[config.mk]
export PLATFORM = sky130hd
export DESIGN_NAME = sector_hamming_ecc
export DESIGN_NICKNAME = d
export VERILOG_FILES = /design/src/rtl/sector_hamming_ecc.sv
export SDC_FILE = /design/constraint.sdc
export NUM_CORES = 1
export LEC_CHECK = 0
export BUFFER_PORTS_ARGS = -buffer_cell sky130_fd_sc_hd__buf_2
export CAP_MARGIN = 10
export CORE_ASPECT_RATIO = 0.6
export CORE_MARGIN = 10
export CORE_UTILIZATION = 50
export CTS_CLUSTER_SIZE = 30
export DETAILED_ROUTE_END_ITERATION = 8
export PLACE_DENSITY = 0.79
export RECOVER_POWER = 100
export SYNTH_ARGS = -nofsm -noshare
export SYNTH_HDL_FRONTEND = slang
export SYNTH_SLANG_ARGS = --single-unit
[constraint.sdc]
create_clock -name clk -period 2.2 [get_ports clk]
set_input_delay 0.11 -clock clk [delete_from_list [all_inputs] [get_ports clk]]
set_output_delay 0.11 -clock clk [all_outputs]
set_load 0.02 [all_outputs]
[src/rtl/sector_hamming_ecc.sv]
module sector_hamming_ecc #(
  parameter int SECTOR_BYTES = 512
) (
  input  logic        clk,
  input  logic        rst_n,
  input  logic        sof_i,
  input  logic        byte_vld_i,
  input  logic [7:0]  byte_i,
  input  logic [23:0] stored_code_i,
  output logic [23:0] code_o,
  output logic        done_o,
  output logic [1:0]  status_o,
  output logic [8:0]  err_off_o,
  output logic [2:0]  err_bit_o
);
  localparam int AW = 9;
  localparam logic [AW-1:0] LAST = AW'(SECTOR_BYTES - 1);
  localparam logic [1:0] ST_CLEAN = 2'd0, ST_FIXED = 2'd1, ST_CODE = 2'd2, ST_BAD = 2'd3;

  logic [AW-1:0] cnt_q, addr;
  logic [11:0]   hi_q, lo_q, hi_n, lo_n;
  logic [23:0]   code_q, diff;
  logic          done_q, last, par, cmpl, in_range;

  assign par  = ^byte_i;
  assign addr = sof_i ? '0 : cnt_q;
  assign last = byte_vld_i && (addr == LAST);

  assign hi_n = (sof_i ? 12'h000 : hi_q) ^
                {addr & {AW{par}}, ^(byte_i & 8'hF0), ^(byte_i & 8'hCC), ^(byte_i & 8'hAA)};
  assign lo_n = (sof_i ? 12'h000 : lo_q) ^
                {~addr & {AW{par}}, ^(byte_i & 8'h0F), ^(byte_i & 8'h33), ^(byte_i & 8'h55)};

  always_ff @(posedge clk or negedge rst_n) begin
    if (!rst_n) begin
      cnt_q  <= '0;
      hi_q   <= '0;
      lo_q   <= '0;
      code_q <= 24'hFFFFFF;
      done_q <= 1'b0;
    end else begin
      done_q <= last;
      if (byte_vld_i) begin
        if (last) begin
          cnt_q  <= '0;
          hi_q   <= '0;
          lo_q   <= '0;
          code_q <= ~{hi_n, lo_n};
        end else begin
          cnt_q <= addr + 1'b1;
          hi_q  <= hi_n;
          lo_q  <= lo_n;
        end
      end else if (sof_i) begin
        cnt_q <= '0;
        hi_q  <= '0;
        lo_q  <= '0;
      end
    end
  end

  assign code_o   = code_q;
  assign done_o   = done_q;
  assign diff     = stored_code_i ^ code_q;
  assign cmpl     = (diff[23:12] ^ diff[11:0]) == 12'hFFF;
  assign in_range = 32'(diff[23:15]) < SECTOR_BYTES;

  always_comb begin
    if (diff == 24'h0)                   status_o = ST_CLEAN;
    else if (cmpl && in_range)           status_o = ST_FIXED;
    else if (cmpl)                       status_o = ST_BAD;
    else if ((diff & (diff - 1'b1)) == 24'h0) status_o = ST_CODE;
    else                                 status_o = ST_BAD;
  end

  assign err_off_o = (status_o == ST_FIXED) ? diff[23:15] : '0;
  assign err_bit_o = (status_o == ST_FIXED) ? diff[14:12] : '0;
endmodule


==> summary.md, run 1 <==
| Metric | Value |
|---|---|
| CTS buffer count | 9 |
| Slew @ Worst Pin | 1.05 ns |
| P&R area growth vs syn | 37.2% |
| Pre-CTS WS | -0.0449 ns |
| Layout cells sized above 1 | 0.301 |
| Post-Synthesis Cells | 445 |
| Worst VDD drop | 0.436 mV |
| Via count | 3779 |
| Pwr Density | 667 nW/um^2 |
| Dominant cells by area after synthesis | dfrtp_1 23%, dfstp_2 17%, xnor2_1 9.8% |
| Clock Tree Buf Depth | 2 |
| Die area | 11500 sq um |
| GRT Util Overall | 0.214 |
| RSZ-0062 raised after global routing | yes |
| Worst Hold Depth | 2 |
| Crit Path Category | reg -> out |
| Clk slew on worst S/H paths | 0.05 ns |
| Total Neg Setup Slack | -4.90 ns |
| Yosys warnings | 0 |
| Root buf cell | clkbuf_16 |
| Reg2Reg Depth | 8 |
| Maximum fanout along the worst path | 7 |
| Grt ovf | 0 |
| Bufs and invs on worst path | 2 |
| Ys flop type | dfrtp_1 |
| Max-cap violation count | 0 |
| IO Pins | 75 |
| Initial antenna violation count | 0 |
| Required @ worst endpoint | 2.09 ns |
| N_diodes | 0 |
| Min Tclk post-route | 2.87 ns |
| Yosys reg bits | 58 |
| EDFF count, synth | 0 |
| Final critical-path share of the clock period | 1.30 |
| Fillcell total | 554 |
| Post-route DRC | 0 |
| FF/Latch Area | 1480 sq um |
| Routed Antenna Nets | 0 |
| Final Power | 3450 uW |
| Htree depth | 3 |
| Startpoint Class | register |
| Final instance area | 5170 sq um |
| Family with the most delay on the worst path | simple AND/OR/NAND/NOR gates |
| Slew headroom | 0.301 |
| CP Cell Sequence | xor2_2, nor4_2, buf_4, nand4_1, nor3_4, o211ai_1, a32oi_1, nand4_1, buf_6 |
| Core area | 7300 sq um |
| Initial core utilization | 0.517 |
| Syn_nets | 483 |
| Asr flop ratio synth | 1.00 |
| Wire per inst | 18.6 microns |
| CTS tree | built |
| Detailed Place HPWL | 8280 microns |
| Std cell rows | 24 |
| Status | finished, violations left |
| CP Depth | 9 |
| Worst skew pair latency | 0.33 ns |
| Vias in the first global route | 3791 |
| Sequential area share after synthesis | 0.393 |
| Biggest area consumer among synthesized cells | dfrtp_1 |
| Dpl cell area | 4510 sq um |
| CP Capture Type | primary output |
| Non-Filler Instances | 669 |
| Clock Sinks | 58 |
| Clk_skew | 0.00485 ns |
| Final WS setup | -0.671 ns |
| PortBufs | 74 |
| Worst path most repeated cell | nand4_1 |
| Routability cong. | 0.901 |
| Vias per cell | 5.65 |
| Crit-path max cell delay | 0.56 ns |
| Slowest CP cell | dfstp_2 |
| Fin nets | 598 |
| First-pass GRT wire length | 19900 microns |
| Placed cell count | 641 |
| Avg Cell Area, Syn | 8.47 sq um |
| Final Hold Fails | 0 |
| Commonest cells post-synth | 59 x nand2_1, 49 x nor2_1, 42 x xnor2_1 |
| Die Y | 87.3 microns |
| CP Data Arrival Time | 2.76 ns |
| Worst Hold Class | in -> reg |
| Multi-input logic area | 2420 sq um |
| Number of setup violations in the final report | 15 |
| Die width | 132 microns |
| Most common cell in the netlist | nand2_1 |
| Achievable clock frequency | 0.348 GHz |
| Cell Area, Synth | 3770 sq um |
| Failing checks | setup timing |
| Pleak | 0.00226 uW |
| Slew Limit Fails | 0 |
| Drt pass-1 iters | 5 |
| Unique cell type count in the Yosys netlist | 41 |
| Pin count of the biggest net entering global routing | 38 |
| DRT iter0 DRCs | 378 |
| WL final | 12400 microns |
| Synth top area share | 0.226 |
==> metal layers <==
layer | vias up | wire (microns) | GRT usage
li1 | 1727 | - | -
met1 | 1848 | 5400 | 0.266
met2 | 174 | 5830 | 0.350
met3 | 30 | 953 | 0.0674
met4 | 0 | 225 | 0.0683
met5 | - | 0 | 0
==> worst register-to-register path, cell delays in order, from the launching register on <==
cell and delay, ns:
dfrtp_1 0.34, nor2b_1 0.19, ha_1 0.23, and2_0 0.21, and3_1 0.18, ha_1 0.24, clkbuf_1 0.30, o21ai_0 0.16
a22o_1 0.25
==> layout by cell type (no fill, tap or decap), types with 4 or more instances in the layout <==
cell       count
nand3_1        8
a21o_1         7
o21ai_1       18
buf_4         38
inv_1          7
nand4_1        4
a22o_1         6
nor4_2         4
dfstp_2       23
clkbuf_1      29
nor2b_1       21
dfrtp_1       34
buf_6         15
and2_1         9
xnor2_1       37
nand2_1       59
xor2_1        22
xor2_2         9
nor2_4        11
a22oi_1        8
nor2_1        38
a21oi_1       12
o21ai_0       32
o2bb2ai_1      6
xnor2_2        7
clkbuf_16      9
or2_0          6
nor3_1         6
buf_2         35
clkinv_2       4
and3_1         5
==> repair_timing <==
action | CTS | global route
hold buffers | 1 | 0
hold endpoints to repair | 9 | 0
gates cloned | 1 | 0
buffers inserted | 4 | 7
resized for setup | 70 | 11
pin swaps | 7 | 8
setup endpoints to repair | 15 | 55
==> cells by family (layout without fill, tap and decap cells) <==
| group | after synthesis | count (layout) | synth area share |
|---|---|---|---|
| mux | 1 | 1 | 0.00265 |
| flops | 58 | 58 | 0.393 |
| xor+xnor | 75 | 75 | 0.180 |
| compound gates | 98 | 98 | 0.158 |
| simple gates | 182 | 182 | 0.227 |
| fa+ha+maj | 4 | 4 | 0.0119 |
| buf+inv | 27 | 147 | 0.0279 |
==> worst paths after layout <==
kind                            start  slack [ns]          end
setup / recovery            code_o[3]       -0.67  status_o[0]
hold / removal                  sof_i        0.11     hi_q[10]
setup reg to reg             cnt_q[0]       -0.01     cnt_q[6]
hold reg to reg            code_o[20]        0.47   code_o[20]
max in group asynchronous       rst_n        0.43      hi_q[3]
min in group asynchronous       rst_n        0.48      hi_q[1]
==> flip-flops by register name (all words and copies together) (netlist names) <==
signal	cells
lo_q	12
done_o	1
code_o	24
hi_q	12
cnt_q	9
==> layout make-up <==
cell class              instances  share of cell area
multi-input cells             360               0.467
flip-flops and latches         58               0.286
repair buffers                123               0.160
clock buffers                  10              0.0442
well taps                     104              0.0251
clock inverters                 6              0.0111
inverters                       8             0.00604
==> power breakdown <==
group          internal, uW  total (uW)  switching, uW  leakage [uW]
clock                   867        1370            499      0.000142
combinational           380         872            492       0.00142
sequential             1170        1210           46.7      0.000698
total                  2410        3450           1040       0.00226
==> stage by stage <==
step	hold slack, ns	util
after global routing	0.137	0.709
after floorplan	-0.186	-
after detailed placement	0.0977	0.617
after global placement	0.0852	0.617
after CTS	0.0803	0.705
final	0.111	0.709
Note: power is estimated with default switching activity, not from simulation.
==> run 2: changes to the inputs <==
--- a/config.mk
+++ b/config.mk
@@ -18,2 +18,3 @@
 export SYNTH_HDL_FRONTEND = slang
 export SYNTH_SLANG_ARGS = --single-unit
+export TNS_END_PERCENT = 100
==> constraint.sdc (replaced) <==
create_clock -name clk -period 2.2 [get_ports clk]
set_input_delay 0.11 -clock clk [delete_from_list [all_inputs] [get_ports clk]]
set_output_delay 0.11 -clock clk [all_outputs]
set_load 0.1 [all_outputs]
==> summary.md, run 2 (synthesis gave the netlist of run 1 again) <==
| Metric | Value |
|---|---|
| Status | finished, violations left |
| Failing checks | setup timing |
| GRT Util Overall | 0.217 |
| Startpoint Class | register |
| Required @ worst endpoint | 2.09 ns |
| Slew @ Worst Pin | 1.35 ns |
| Clk slew on worst S/H paths | 0.05 ns |
| CP Capture Type | primary output |
| Final critical-path share of the clock period | 1.30 |
| Routability cong. | 0.964 |
| Worst skew pair latency | 0.33 ns |
| Detailed Place HPWL | 8630 microns |
| Wire per inst | 19.0 microns |
| Min Tclk post-route | 2.86 ns |
| Hold Startpoint | sof_i |
| Drt pass-1 iters | 5 |
| Family with the most delay on the worst path | simple AND/OR/NAND/NOR gates |
| Initial core utilization | 0.517 |
| Std cell rows | 24 |
| IO Pins | 75 |
| Pleak | 0.00247 uW |
| Bufs and invs on worst path | 1 |
| Pre-CTS WS | -0.311 ns |
| Layout cells sized above 1 | 0.363 |
| Slowest CP cell | dfstp_4 |
| Final Hold Fails | 0 |
| Slew headroom | 0.102 |
| Maximum fanout along the worst path | 6 |
| Vias in the first global route | 3931 |
| PortBufs | 74 |
| WL final | 12900 microns |
| Die area | 11500 sq um |
| CTS buffer count | 9 |
| Final Power | 3450 uW |
| Clk_skew | 0.00550 ns |
| Most common cell after layout, fill and taps aside | nand2_1 |
| Crit Path Category | reg -> out |
| DRT iter0 DRCs | 565 |
| Max-cap violation count | 0 |
| Core area | 7300 sq um |
| CP Data Arrival Time | 2.75 ns |
| Post-route DRC | 0 |
| Worst path most repeated cell | nand4_1 |
| P&R area growth vs syn | 51.8% |
| Worst VDD drop | 0.463 mV |
| Post-layout util | 0.784 |
| Initial antenna violation count | 0 |
| Routed Antenna Nets | 0 |
| Pin count of the biggest net entering global routing | 41 |
| Achievable clock frequency | 0.350 GHz |
| Crit-path max cell delay | 0.64 ns |
| Number of setup violations in the final report | 28 |
| Pwr Density | 603 nW/um^2 |
| Die Y | 87.3 microns |
| Via count | 3883 |
| CP Cell Sequence | xor2_4, nor4_4, nand4_1, nor3_4, nand3_1, a32oi_1, nand4_1, buf_12 |
| Fin nets | 608 |
| N_diodes | 0 |
| Most frequent cells in the layout | 59 x nand2_1, 44 x buf_4, 37 x nor2_1 |
| R2r startpoint | cnt_q[1] |
| Final WS setup | -0.661 ns |
| Fillcell total | 469 |
| Slew Limit Fails | 0 |
| Htree depth | 3 |
| Die width | 132 microns |
| RSZ-0062 raised after global routing | yes |
| CTS tree | built |
| Worst Hold Class | in -> reg |
| Grt ovf | 0 |
| First-pass GRT wire length | 20300 microns |
| Root buf cell | clkbuf_16 |
| Vias per cell | 5.72 |
| Clock Tree Buf Depth | 2 |
| Worst setup startpoint | code_o[8] |
| Clock Sinks | 58 |
| Max FFs per register | 24 |
run 2: cell types whose count changed in the layout (fill, tap and decap cells not counted), moves of 8 or more:
cell	delta
xnor2_1	-8
dfstp_2	-23
buf_12	+13
clkbuf_2	+15
dfstp_4	+24
clkbuf_1	-15
run 2: metal layers:
layer | GRT usage | share of wire
met2 | 0.358 | 0.47
met3 | 0.0582 | 0.080
met1 | 0.267 | 0.41
met5 | 0 | 0
met4 | 0.0884 | 0.033
run 2: worst paths after layout:
path | depth (start not counted) | to | slack, ns
setup / recovery | 8 | status_o[0] | -0.66
hold / removal | 2 | hi_q[8] | 0.12
setup reg to reg | 8 | lo_q[3] | -0.08
hold reg to reg | 1 | lo_q[5] | 0.51
max in group asynchronous | 3 | lo_q[6] | 0.28
min in group asynchronous | 2 | hi_q[1] | 0.62
run 2: what timing repair did:
item	4_1_cts	5_1_grt
endpoints found under the hold margin	7	0
setup buffers	10	3
pin swaps	12	8
resized for setup	17	16
setup endpoints to repair	24	69
hold buffers	1	0
run 2: report_power, final:
part           switching (uW)  total (uW)  internal, uW
combinational             511         898           387
clock                     482        1330           853
sequential               53.8        1220          1170
run 2: cell type report:
cell class / count / area [sq um] / area share
Tap cell: 104 / 130 / 0.0227
Sequential cell: 58 / 1570 / 0.275
Inverter: 8 / 31.3 / 0.00546
Timing Repair Buffer: 133 / 1050 / 0.184
Clock buffer: 14 / 274 / 0.0479
Clock inverter: 2 / 11.3 / 0.00197
Multi-Input combinational cell: 360 / 2650 / 0.463
run 2: metrics by stage:
step | hold WS (ns) | std cells | instance area, sq um | setup TNS, ns
2_1_floorplan | -0.186 | 445 | 4260 | -5.22
3_3_place_gp | 0.129 | 650 | 5240 | -0.725
3_5_place_dp | 0.138 | 650 | 5240 | -0.814
4_1_cts | 0.0985 | 677 | 5690 | -4.91
5_1_grt | 0.135 | 679 | 5720 | -12.35
6_report | 0.121 | 679 | 5720 | -5.90
==> run 3: changes to the inputs <==
- ABC_AREA: unset -> 1
- BUFFER_PORTS_ARGS: -buffer_cell sky130_fd_sc_hd__buf_2 -> -buffer_cell sky130_fd_sc_hd__buf_4
- CORE_UTILIZATION: 50 -> 52
- PLACE_DENSITY: 0.79 -> 0.81
==> summary.md, run 3 <==
| Metric | Value |
|---|---|
| Status | finished, violations left |
| Failing checks | setup timing |
| Routability cong. | 1.02 |
| CTS tree | built |
| Required @ worst endpoint | 2.09 ns |
| Yosys warnings | 0 |
| PortBufs | 74 |
| Fin nets | 932 |
| Syn_nets | 783 |
| Worst Hold Class | in -> reg |
| Startpoint Class | register |
| CP Data Arrival Time | 2.45 ns |
| Std cell rows | 26 |
| Crit Path Category | reg -> out |
| Grt ovf | 0 |
| Slew headroom | 0.0586 |
| Routed Antenna Nets | 0 |
| Pin count of the biggest net entering global routing | 59 |
| Post-Synthesis Cells | 745 |
| Xor-xnor portion of the synthesized cell area | 0.0487 |
| Sequential area share after synthesis | 0.330 |
| Wire per inst | 17.4 microns |
| Dominant cells by area after synthesis | nand2_1 30%, dfrtp_1 19%, dfstp_2 14% |
| Pwr Density | 486 nW/um^2 |
| GRT Util Overall | 0.259 |
| Unique cell type count in the Yosys netlist | 30 |
| N_diodes | 0 |
| Root buf cell | clkbuf_16 |
| Die area | 12900 sq um |
| Avg Cell Area, Syn | 6.03 sq um |
| Synth top area share | 0.299 |
| Cell Area, Synth | 4490 sq um |
| Achievable clock frequency | 0.391 GHz |
| Number of setup violations in the final report | 14 |
| Final Hold Fails | 0 |
| Clock Sinks | 58 |
| EDFF count, synth | 0 |
| Largest family of logic cells by synthesized area | simple AND/OR/NAND/NOR gates |
| Adder-cell area share of the yosys netlist | 0.00557 |
| Vias in the first global route | 5272 |
| Drt pass-1 iters | 5 |
| Most common cell in the netlist | nand2_1 |
| Max FFs per register | 24 |
| Mux cell area share after synthesis | 0 |
| Asr flop ratio synth | 1.00 |
| Max-cap violation count | 0 |
| RSZ-0062 raised after global routing | yes |
| Clk slew on worst S/H paths | 0.05 ns |
| Core area | 8460 sq um |
| Maximum fanout along the worst path | 6 |
| Pleak | 0.00348 uW |
| DRT iter0 DRCs | 523 |
| Fillcell total | 599 |
| Initial core utilization | 0.531 |
| Slew @ Worst Pin | 1.41 ns |
| P&R area growth vs syn | 53.0% |
| Synth Area in Simple Gates | 0.430 |
| Most common cell after layout, fill and taps aside | nand2_1 |
| Synth Area in Compound Gates | 0.0880 |
| Die width | 140 microns |
| Post-layout util | 0.813 |
| Ys flop type | dfrtp_1 |
| IO Pins | 75 |
| Worst skew pair latency | 0.33 ns |
| Vias per cell | 5.49 |
| Layout cells sized above 1 | 0.390 |
| CTS buffer count | 9 |
| Most frequent cells in the layout | 281 x nand2_1, 119 x buf_4, 83 x inv_1 |
| CP Capture Type | primary output |
| Min Tclk post-route | 2.56 ns |
| Post-route DRC | 0 |
| Worst VDD drop | 0.582 mV |
| Yosys reg bits | 58 |
| Biggest area consumer among synthesized cells | nand2_1 |
| Final WS setup | -0.360 ns |
| Final critical-path share of the clock period | 1.16 |
| Commonest cells post-synth | 358 x nand2_1, 92 x inv_1, 79 x nor2_1 |
| Via count | 5548 |
| Slew Limit Fails | 0 |
| Total Neg Setup Slack | -4.35 ns |
| Clock Tree Buf Depth | 2 |
| WL final | 17600 microns |
| Detailed Place HPWL | 12800 microns |
| Htree depth | 3 |
| Clk_skew | 0.00678 ns |
| Die Y | 92 microns |
| First-pass GRT wire length | 27200 microns |
| Initial antenna violation count | 0 |
==> run 3: cell types whose count changed in the layout (fill, tap and decap cells not counted), moves of 14 or more <==
cell / before / now
buf_2: 34 / 0
buf_4: 44 / 119
inv_1: 7 / 83
nand2_1: 59 / 281
nand2_2: 1 / 58
nand2_4: 0 / 22
nand3_1: 7 / 21
nor2_2: 0 / 20
nor2b_1: 21 / 0
==> run 3: path summary, 6_finish.rpt <==
path | start | end | slack [ns] | cells past startpoint
hold / removal | byte_vld_i | cnt_q[8] | 0.09 | 2
max in group asynchronous | rst_n | lo_q[10] | 0.67 | 2
setup / recovery | code_o[1] | err_off_o[6] | -0.36 | 10
hold reg to reg | cnt_q[3] | cnt_q[3] | 0.50 | 1
setup reg to reg | cnt_q[1] | cnt_q[0] | 0.18 | 9
min in group asynchronous | rst_n | lo_q[0] | 0.68 | 2
==> run 3: what timing repair did <==
action                                 4_1_cts  5_1_grt
buffers inserted                             2        8
hold buffers                                 1        0
cloned                                       1        0
setup endpoints to repair                   21       48
resized for setup                           91      109
endpoints found under the hold margin       34        0
pin swaps                                   19       58
==> run 3: critical path: stages (launching register included) <==
cell and delay (ns):
dfstp_4 0.49, inv_2 0.06, buf_4 0.10, nand2_1 0.07, nand2_2 0.13, nand2_2 0.08
nand2_4 0.09, nand4_1 0.18, or3_4 0.56, nor2_4 0.17, buf_12 0.18
==> run 3: through the flow <==
step           cells  hold slack [ns]  area, sq um  power, uW  worst slack (ns)
6_report        1011           0.0942         6880       3340            -0.360
5_1_grt         1011            0.106         6880       3490            -0.414
4_1_cts         1003           0.0796         6490       3260            -0.309
3_5_place_dp     983            0.216         5880       1990            -0.118
3_3_place_gp     983            0.202         5880       1950           -0.0856
2_1_floorplan    745           -0.186         4760       1710            -0.260
==> run 3: area by class of cell <==
class | instances | area [sq um] | area share
multi-input combinational | 579 | 3180 | 0.462
sequential | 58 | 1570 | 0.229
timing repair buffer | 152 | 1370 | 0.199
inverter | 94 | 358 | 0.0520
clock buffer | 12 | 246 | 0.0358
tap | 112 | 140 | 0.0204
clock inverter | 4 | 17.5 | 0.00255
==> run 3: per-layer routing <==
layer,routed length (microns),vias to the layer above,global-route usage
met4,276,0,0.0462
met5,0,-,0
li1,-,2595,-
met1,7230,2602,0.332
met3,2150,40,0.108
met2,7940,311,0.405
==> run 3: power by group <==
group	leakage (uW)	internal [uW]	switching, uW
registers	0.000717	1140	22.4
clock network	0.000131	780	473
logic	0.00263	328	597
==> run 3: kinds of logic after synthesis <==
group	Yosys count
buffers and inverters	109
xor gates and xnor gates	25
adders and majority gates	2
AOI/OAI and AO/OA	68
and+or+nand+nor	483
DFF	58
